<file path="src/rtl/idt_pkg.sv">
package idt_pkg;

    localparam int HALF_W = 32;

    typedef enum logic [2:0] {
        CAUSE_NONE    = 3'd0,
        CAUSE_LIMIT   = 3'd1,
        CAUSE_TYPE    = 3'd2,
        CAUSE_STORAGE = 3'd3,
        CAUSE_PRESENT = 3'd4,
        CAUSE_PRIV    = 3'd5
    } fault_cause_t;

    typedef enum logic [2:0] {
        KIND_NONE   = 3'd0,
        KIND_TASK32 = 3'd1,
        KIND_INT16  = 3'd2,
        KIND_TRAP16 = 3'd3,
        KIND_INT32  = 3'd4,
        KIND_TRAP32 = 3'd5
    } gate_kind_t;

    typedef enum logic [2:0] {
        ST_IDLE,
        ST_READ_LO,
        ST_READ_HI,
        ST_CHECK,
        ST_DONE
    } fetch_state_t;

    typedef struct packed {
        logic [15:0]  selector;
        logic [31:0]  offset;
        gate_kind_t   kind;
        fault_cause_t cause;
    } gate_result_t;

endpackage

</file>
<file path="src/rtl/idt_addr_calc.sv">
module idt_addr_calc #(
    parameter int ADDR_W     = 32,
    parameter int LIMIT_W    = 16,
    parameter int VEC_W      = 8,
    parameter int DESC_BYTES = 8
) (
    input  logic [ADDR_W-1:0]  base,
    input  logic [LIMIT_W-1:0] limit,
    input  logic [VEC_W-1:0]   vector,
    output logic [ADDR_W-1:0]  lo_addr,
    output logic [ADDR_W-1:0]  hi_addr,
    output logic               out_of_bounds
);
    localparam int DESC_SHIFT = $clog2(DESC_BYTES);

    logic [ADDR_W-1:0] rel_first;
    logic [ADDR_W-1:0] rel_last;

    assign rel_first     = ADDR_W'(vector) << DESC_SHIFT;
    assign rel_last      = rel_first + ADDR_W'(DESC_BYTES - 1);
    assign out_of_bounds = rel_last > ADDR_W'(limit);
    assign lo_addr       = base + rel_first;
    assign hi_addr       = lo_addr + ADDR_W'(DESC_BYTES / 2);

endmodule

</file>
<file path="src/rtl/idt_gate_decode.sv">
module idt_gate_decode
    import idt_pkg::*;
#(
    parameter int RING_W = 2
) (
    input  logic [HALF_W-1:0] lo_word,
    input  logic [HALF_W-1:0] hi_word,
    input  logic [RING_W-1:0] ring,
    output gate_result_t      result
);
    logic [7:0]   flags;
    logic [7:0]   rsvd;
    gate_kind_t   kind;
    logic         is_int_trap;
    fault_cause_t cause;

    assign flags = hi_word[15:8];
    assign rsvd  = hi_word[7:0];

    always_comb begin
        unique case (flags[3:0])
            4'h5:    kind = KIND_TASK32;
            4'h6:    kind = KIND_INT16;
            4'h7:    kind = KIND_TRAP16;
            4'hE:    kind = KIND_INT32;
            4'hF:    kind = KIND_TRAP32;
            default: kind = KIND_NONE;
        endcase
    end

    assign is_int_trap = (kind != KIND_NONE) && (kind != KIND_TASK32);

    always_comb begin
        if (kind == KIND_NONE || rsvd != 8'h00)
            cause = CAUSE_TYPE;
        else if (is_int_trap && flags[4])
            cause = CAUSE_STORAGE;
        else if (!flags[7])
            cause = CAUSE_PRESENT;
        else if (RING_W'(ring) > RING_W'(flags[6:5]))
            cause = CAUSE_PRIV;
        else
            cause = CAUSE_NONE;
    end

    always_comb begin
        if (cause == CAUSE_NONE) begin
            result.selector = lo_word[31:16];
            result.offset   = {hi_word[31:16], lo_word[15:0]};
            result.kind     = kind;
        end else begin
            result.selector = '0;
            result.offset   = '0;
            result.kind     = KIND_NONE;
        end
        result.cause = cause;
    end

endmodule

</file>
<file path="src/rtl/idt_gate_fetch.sv">
module idt_gate_fetch
    import idt_pkg::*;
#(
    parameter int ADDR_W  = 32,
    parameter int LIMIT_W = 16,
    parameter int VEC_W   = 8,
    parameter int RING_W  = 2
) (
    input  logic                       clk,
    input  logic                       rst_n,
    input  logic                       tbl_load,
    input  logic [LIMIT_W+ADDR_W-1:0]  tbl_data,
    input  logic                       req_valid,
    output logic                       req_ready,
    input  logic [VEC_W-1:0]           req_vector,
    input  logic [RING_W-1:0]          req_ring,
    output logic                       mem_rd_en,
    output logic [ADDR_W-1:0]          mem_rd_addr,
    input  logic [HALF_W-1:0]          mem_rd_data,
    output logic                       rsp_valid,
    input  logic                       rsp_ack,
    output logic [15:0]                rsp_selector,
    output logic [31:0]                rsp_offset,
    output logic [2:0]                 rsp_kind,
    output logic                       rsp_fault,
    output logic [2:0]                 rsp_cause
);
    fetch_state_t       state_q, state_d;
    logic [ADDR_W-1:0]  base_q;
    logic [LIMIT_W-1:0] limit_q;
    logic [VEC_W-1:0]   vec_q;
    logic [RING_W-1:0]  ring_q;
    logic [HALF_W-1:0]  lo_q;
    gate_result_t       res_q;
    gate_result_t       dec_res;
    logic [VEC_W-1:0]   calc_vec;
    logic [ADDR_W-1:0]  lo_addr, hi_addr;
    logic               oob;
    logic               accept;

    assign accept   = req_valid && (state_q == ST_IDLE);
    assign calc_vec = (state_q == ST_IDLE) ? req_vector : vec_q;

    idt_addr_calc #(
        .ADDR_W    (ADDR_W),
        .LIMIT_W   (LIMIT_W),
        .VEC_W     (VEC_W),
        .DESC_BYTES(8)
    ) u_addr (
        .base         (base_q),
        .limit        (limit_q),
        .vector       (calc_vec),
        .lo_addr      (lo_addr),
        .hi_addr      (hi_addr),
        .out_of_bounds(oob)
    );

    idt_gate_decode #(
        .RING_W(RING_W)
    ) u_dec (
        .lo_word(lo_q),
        .hi_word(mem_rd_data),
        .ring   (ring_q),
        .result (dec_res)
    );

    always_comb begin
        state_d = state_q;
        unique case (state_q)
            ST_IDLE:    if (accept) state_d = oob ? ST_DONE : ST_READ_LO;
            ST_READ_LO: state_d = ST_READ_HI;
            ST_READ_HI: state_d = ST_CHECK;
            ST_CHECK:   state_d = ST_DONE;
            ST_DONE:    if (rsp_ack) state_d = ST_IDLE;
            default:    state_d = ST_IDLE;
        endcase
    end

    always_ff @(posedge clk) begin
        if (!rst_n) state_q <= ST_IDLE;
        else        state_q <= state_d;
    end

    always_ff @(posedge clk) begin
        if (!rst_n) begin
            base_q  <= '0;
            limit_q <= '0;
            vec_q   <= '0;
            ring_q  <= '0;
            lo_q    <= '0;
            res_q   <= '0;
        end else begin
            if (tbl_load) begin
                limit_q <= tbl_data[LIMIT_W-1:0];
                base_q  <= tbl_data[LIMIT_W+ADDR_W-1:LIMIT_W];
            end
            unique case (state_q)
                ST_IDLE: if (accept) begin
                    vec_q  <= req_vector;
                    ring_q <= req_ring;
                    if (oob) begin
                        res_q.selector <= '0;
                        res_q.offset   <= '0;
                        res_q.kind     <= KIND_NONE;
                        res_q.cause    <= CAUSE_LIMIT;
                    end
                end
                ST_READ_HI: lo_q  <= mem_rd_data;
                ST_CHECK:   res_q <= dec_res;
                default: ;
            endcase
        end
    end

    assign req_ready    = (state_q == ST_IDLE);
    assign mem_rd_en    = (state_q == ST_READ_LO) || (state_q == ST_READ_HI);
    assign mem_rd_addr  = (state_q == ST_READ_HI) ? hi_addr : lo_addr;
    assign rsp_valid    = (state_q == ST_DONE);
    assign rsp_selector = res_q.selector;
    assign rsp_offset   = res_q.offset;
    assign rsp_kind     = res_q.kind;
    assign rsp_cause    = res_q.cause;
    assign rsp_fault    = (res_q.cause != CAUSE_NONE);

endmodule

</file>
<file path="config.mk">
export PLATFORM = sky130hd
export DESIGN_NAME = idt_gate_fetch
export DESIGN_NICKNAME = d
export VERILOG_FILES = /design/src/rtl/idt_pkg.sv /design/src/rtl/idt_addr_calc.sv /design/src/rtl/idt_gate_decode.sv /design/src/rtl/idt_gate_fetch.sv
export SDC_FILE = /design/constraint.sdc
export NUM_CORES = 1
export LEC_CHECK = 0
export BUFFER_PORTS_ARGS = -buffer_cell sky130_fd_sc_hd__buf_2
export CORE_ASPECT_RATIO = 0.8
export CORE_UTILIZATION = 50
export DETAILED_ROUTE_END_ITERATION = 8
export PLACE_DENSITY = 0.86
export SLEW_MARGIN = 30
export SYNTH_ARGS = -nofsm -noshare
export SYNTH_HDL_FRONTEND = slang
export SYNTH_HIERARCHICAL = 1
export SYNTH_SLANG_ARGS = --single-unit
</file>
<file path="constraint.sdc">
create_clock -name clk -period 4.9 [get_ports clk]
set_input_delay 0.49 -clock clk [delete_from_list [all_inputs] [get_ports clk]]
set_output_delay 0.49 -clock clk [all_outputs]
set_load 0.03 [all_outputs]
</file>
---- Yosys cells after proc, flatten, opt, wreduce, memory -nomap -nowiden ----
Index checks and enable logic that the tools add are counted.
word-level totals
  word-level logic and storage cells ...... 58
  input port bits ......................... 95
  bits in registers ....................... 147
  memories ................................ 0
  ROM bits ................................ 0
  bits in latches ......................... 0
  output and inout port bits .............. 90
  bits in writable memories ............... 0
cells by class
  reduce and logical (&&, ||, !) cells .... 15
  div/mod/pow operators ................... 0
  shifts and indexed selects .............. 0
  $lt $le $gt $ge ......................... 2
  mux-type cells .......................... 15
  bitwise logic cells ..................... 0
  equal/unequal tests ..................... 13
  add/subtract/negate cells ............... 3
  multipliers ............................. 0
operators by type and width
  kind                                                              count
  54-bit 2-to-1 mux                                                 2
  54-bit case mux with 2 select lines                               1
  51-bit 2-to-1 mux                                                 1
  32-bit by 11-bit adder with 32-bit output                         1
  32-bit by 3-bit adder with 32-bit output (second input constant)  1
  32-bit by 16-bit > comparator with 1-bit output                   1
  32-bit 2-to-1 mux                                                 1
  3-bit case mux with 5 select lines                                2
  3-bit 2-to-1 mux                                                  7
  11-bit by 3-bit adder with 12-bit output (second input constant)  1
  4-bit by 3-bit == test with 1-bit output (second input constant)  3
  3-bit zero test                                                   3
  4-bit == test (second input constant)                             2
  8-bit 2-to-1 mux                                                  1
  8-bit nonzero test                                                1
  3-bit by 2-bit == test with 1-bit output (second input constant)  2
  2-bit by 1-bit != test with 1-bit output (second input constant)  3
  3-bit nonzero test                                                2
  2-bit AND reduction                                               2
  3-bit by 1-bit == test with 1-bit output (second input constant)  1
  3-bit == test (second input constant)                             1
  1-bit logical AND                                                 3
  3-bit by 1-bit != test with 1-bit output (second input constant)  1
  3-bit AND reduction                                               1
  3 further kinds                                                   4

---- Depth between registers and ports, before layout ----
  depth in word-level cells ............... 10
  depth in mapped cells ................... 19
  depth with buffers taken out ............ 16

---- Hierarchy ----
The synthesis kept the hierarchy.
modules (own cells, without submodules)
  module           area an instance (um2)  cells each  instances
  idt_gate_fetch   6388.6                  717         1
  idt_addr_calc    1701.6                  232         1
  idt_gate_decode  1209.9                  152         1

---- Worst setup path after synthesis ----
No wires, ideal clock.
  path kind ............................... reg2out
  start ................................... register state_q[2]
  end ..................................... output port mem_rd_addr[29]
  setup slack ............................. 0.434 ns
  arrival ................................. 3.976 ns
  data required time ...................... 4.410 ns
  stages on the path, launching flop included .. 19
  path buffers ............................ 2
  cells stage by stage .................... dfxtp_1 buf_4 nor3_4 mux2_2 ha_1 inv_1 fa_1 nand2b_1 a211oi_2 o21ai_1 buf_2 xor2_1 nor4_1 nand4_1 nor4_4 nand4_1 xnor2_1 nand2_1 nand2_1
on the way
  word-level cells in the longest chain between the ends .. 5
RTL lines
  what                                       line                   text
  from (decl)                                idt_gate_fetch.sv:28   fetch_state_t state_q, state_d;
  from (signal assigned)                     idt_gate_fetch.sv:81   else state_q <= state_d;
  3-bit zero test                            --
  net req_ready                              idt_gate_fetch.sv:14   output logic req_ready,
  8-bit 2-to-1 mux                           idt_gate_fetch.sv:42   assign calc_vec = (state_q == ST_IDLE) ? req_vector : vec_q;
  net calc_vec[0]                            idt_gate_fetch.sv:36   logic [VEC_W-1:0] calc_vec;
  32-bit by 11-bit adder with 32-bit output  idt_addr_calc.sv:22    assign lo_addr = base + rel_first;
  32-bit by 3-bit adder with 32-bit output   idt_addr_calc.sv:23    assign hi_addr = lo_addr + ADDR_W'(DESC_BYTES / 2);
  net hi_addr[29]                            idt_gate_fetch.sv:37   logic [ADDR_W-1:0] lo_addr, hi_addr;
  32-bit 2-to-1 mux                          idt_gate_fetch.sv:117  assign mem_rd_addr = (state_q == ST_READ_HI) ? hi_addr : lo_addr;
  to (decl)                                  idt_gate_fetch.sv:18   output logic [ADDR_W-1:0] mem_rd_addr,
The timed path passes the listed nets, and every way through them passes these cells.

---- Worst setup path in the final report ----
  start ................................... register state_q[2]
  end ..................................... output port mem_rd_addr[31]
on the way
  word-level cells in the longest chain between the ends .. 5
RTL lines
  what                                       line
  3-bit zero test                            idt_gate_fetch.sv:42
  8-bit 2-to-1 mux                           idt_gate_fetch.sv:42
  net calc_vec[0]                            idt_gate_fetch.sv:36
  32-bit by 11-bit adder with 32-bit output  idt_addr_calc.sv:22
  32-bit by 3-bit adder with 32-bit output   idt_addr_calc.sv:23
  net hi_addr[31]                            idt_gate_fetch.sv:37
  32-bit 2-to-1 mux                          idt_gate_fetch.sv:117
The timed path passes the listed nets, and every way through them passes these cells.

==> flow_summary.yaml <==
placed_design:
  routabilityCongestion: 0.900
  dp_hpwl_mm: 16.5
  io_buffers: 184
  dp_cells: 1436
worst_setup_path:
  startpoint: "state_q[2]"
  endpoint_kind: "primary output"
  r2r_start: "state_q[2]"
  arrival_ns: 4.25
  worst_ep_required_time_ns: 4.41
  start_kind: "flip-flop"
  critPathKind: "flip-flop to primary output"
  crit_path_max_fanout: 10
synthesis:
  syn_nets: 1216
  ys_ff_latch: 147
  ys.warnings.count: 6
  ys_top_cells_by_area: "dfxtp_1 (32%), nand2_1 (7.7%), nor4_2 (6.5%)"
  yosysTopAreaCell: "dfxtp_1"
  ys_async_sr_fraction: 0
  synth.most_common_cell: "nand2_1"
  syn_avg_cell_area_sq_um: 8.45
  synth_area_sq_um: 9300
  syn_inst: 1101
  seq_area_frac_synth: 0.316
  synth_edf_count: 0
  ys.flop_type: "dfxtp_1"
  synth_cell_types: 75
  synth_top_cell_area_share: 0.316
  synthTopCellsByCount: "nand2_1 (190), dfxtp_1 (147), nand3_1 (79)"
floorplanning:
  num_rows: 44
  die_h_um: 124
  io_pins: 185
  die_x_um: 154
  start_util: 0.512
  coreArea_sq_um: 18200
  fp.dieArea_sq_um: 19200
clock_network:
  root_buffer: "clkbuf_16"
  clock_path_buffers: 2
  clock_latency_ns: 0.42
  ctsHtreeMaxLevel: 4
  clk_pin_slew_ns: 0.06
  cts_num_sinks: 147
  cts_buffers: 17
  cts_tree: "done"
timing:
  min_period_over_period: 0.966
  hold_viol: 0
  worstMarginPinSlew_ns: 0.868
  rsz0062_at_grt: "yes"
  slew_headroom: 0.421
  fmax_ghz: 0.211
  setup-violations-final: 0
  period_minus_slack_ns: 4.74
  drv_slew: 0
  skew_ns: 0.0131
finish:
  area_growth_pct: 21.0
  fin_util: 0.619
  layoutNonFillerInstCount: 1498
  layout-drive-gt1-share: 0.298
  fin_nets: 1368
detailed_routing:
  antenna_left: 0
  viasPerCell: 5.75
  drt-initial-drc-count: 724
  drt_drc_violations_left: 0
  vias: 8615
  drt-total-wl_mm: 25.6
  wl_per_cell_um: 17.1
  firstDrtPassIters: 7
run_status:
  status: "finished clean"
power:
  power_mw: 4.00
  vdd_drop_max_mv: 0.272
  p_per_area_nw_per_um2: 355
  power.leakage_nw: 4.47
grt:
  grt_start_max_net_pins: 108
  grt_usage: 0.262
  grt_antenna_before_repair: 3
  grt_pass1_vias: 7829
  gr-total-overflow: 0
  grt_pass1_wl_mm: 39.9
worst_hold_path:
  hp-class: "primary input to flip-flop"
  min-delay-start: "req_ring[0]"
job:
  maxCapViolations: 0
[cell usage in the layout, fill, tap and decap left out, types with 3 or more instances in the layout]
master	n
clkbuf_4	3
nor2b_1	52
nor2_1	18
xor2_1	11
nand2_1	190
clkbuf_16	17
a21boi_1	39
ha_4	6
mux2i_1	48
nand2b_1	4
a22oi_1	53
buf_4	48
dfxtp_1	145
o21ai_1	19
a21boi_0	47
nor4_1	4
ha_1	13
o21a_1	7
mux2_2	7
and4_1	3
and2_1	3
nand3_1	79
nor3_1	6
nor4_2	49
xnor2_2	5
buf_2	177
nor3_4	3
bufinv_16	3
nand4_1	12
xnor2_1	36
a21oi_1	12
o21ai_0	42
inv_1	25
[through the flow]
stage,setup TNS [ns],hold slack (ns),cell area [sq um],worst slack (ns)
floorplan,0,0.426,9300,0.434
finish,0,0.291,11300,0.164
detailed placement,0,0.443,10100,0.0874
global placement,0,0.434,10100,0.275
global route,-0.271,0.298,11300,-0.0382
CTS,-0.00463,0.278,10900,-0.00463
[cell type report]
type | count | area [sq um]
antenna | 2 | 5.00
clock buffer | 21 | 460
clock inverter | 11 | 150
fill | 1522 | 6910
inverter | 26 | 97.6
multi-input combinational | 831 | 6010
sequential | 147 | 2950
tap | 230 | 288
timing repair buffer | 230 | 1300
[kinds of logic (layout without fill, tap and decap cells)]
group,after synthesis,in the layout,synth area share
AND/OR/NAND/NOR,460,460,0.291
buffers and inverters,123,288,0.0710
flip-flops,147,147,0.316
other,0,2,0
adder cells (fa/ha/maj),20,20,0.0277
multiplexers,56,56,0.0613
XOR/XNOR,57,57,0.0573
AO/OA/AOI/OAI,238,238,0.175
[sequential cells by signal, summed over array words and instances (netlist names)]
| signal | count |
|---|---|
| state_q | 3 |
| ring_q | 2 |
| lo_q | 32 |
| rsp_offset | 32 |
| limit_q | 16 |
| rsp_selector | 16 |
| vec_q | 8 |
| rsp_kind | 3 |
| base_q | 32 |
| rsp_cause | 3 |
[report_power, final]
group / internal [mW] / switching, mW
combinational: 0.475 / 0.836
clock: 0.832 / 0.528
sequential: 1.27 / 0.0591
total: 2.58 / 1.42
[layer usage]
metal  share of wire  vias to the layer above  track usage
li1                -                     4167            -
met1            0.45                     4064        0.359
met2            0.46                      335        0.410
met3           0.064                       47       0.0571
met4           0.024                        2       0.0873
met5         0.00039                        -            0
[what timing repair did]
item / in CTS / in global routing
buffers inserted: 15 / 12
pin swaps: 9 / 26
resized for setup: 10 / 46
setup endpoints to repair: 13 / 14
hold buffers: 0 / 0
[worst max-delay path: stages, from the launching register on]
cell      delay [ns]
dfxtp_2         0.33
nor3_4          0.27
mux2_4          0.21
ha_1            0.17
inv_1           0.06
fa_2            0.38
nand2b_4        0.18
a211oi_4        0.30
o21ai_2         0.12
buf_4           0.19
or4_1           0.47
a21oi_1         0.15
or2_2           0.16
and4b_1         0.25
nand3_1         0.10
xnor2_1         0.19
nand2_1         0.07
nand2_1         0.06
buf_4           0.15
[path summary, 6_finish.rpt]
| path | cells past startpoint | slack, ns | to |
|---|---|---|---|
| max | 18 | 0.16 | mem_rd_addr[31] |
| min | 3 | 0.29 | ring_q[0] |
| max reg2reg | 17 | 0.92 | rsp_offset[29] |
| min reg2reg | 2 | 0.44 | vec_q[4] |
Power figures use the tool's default switching activity.
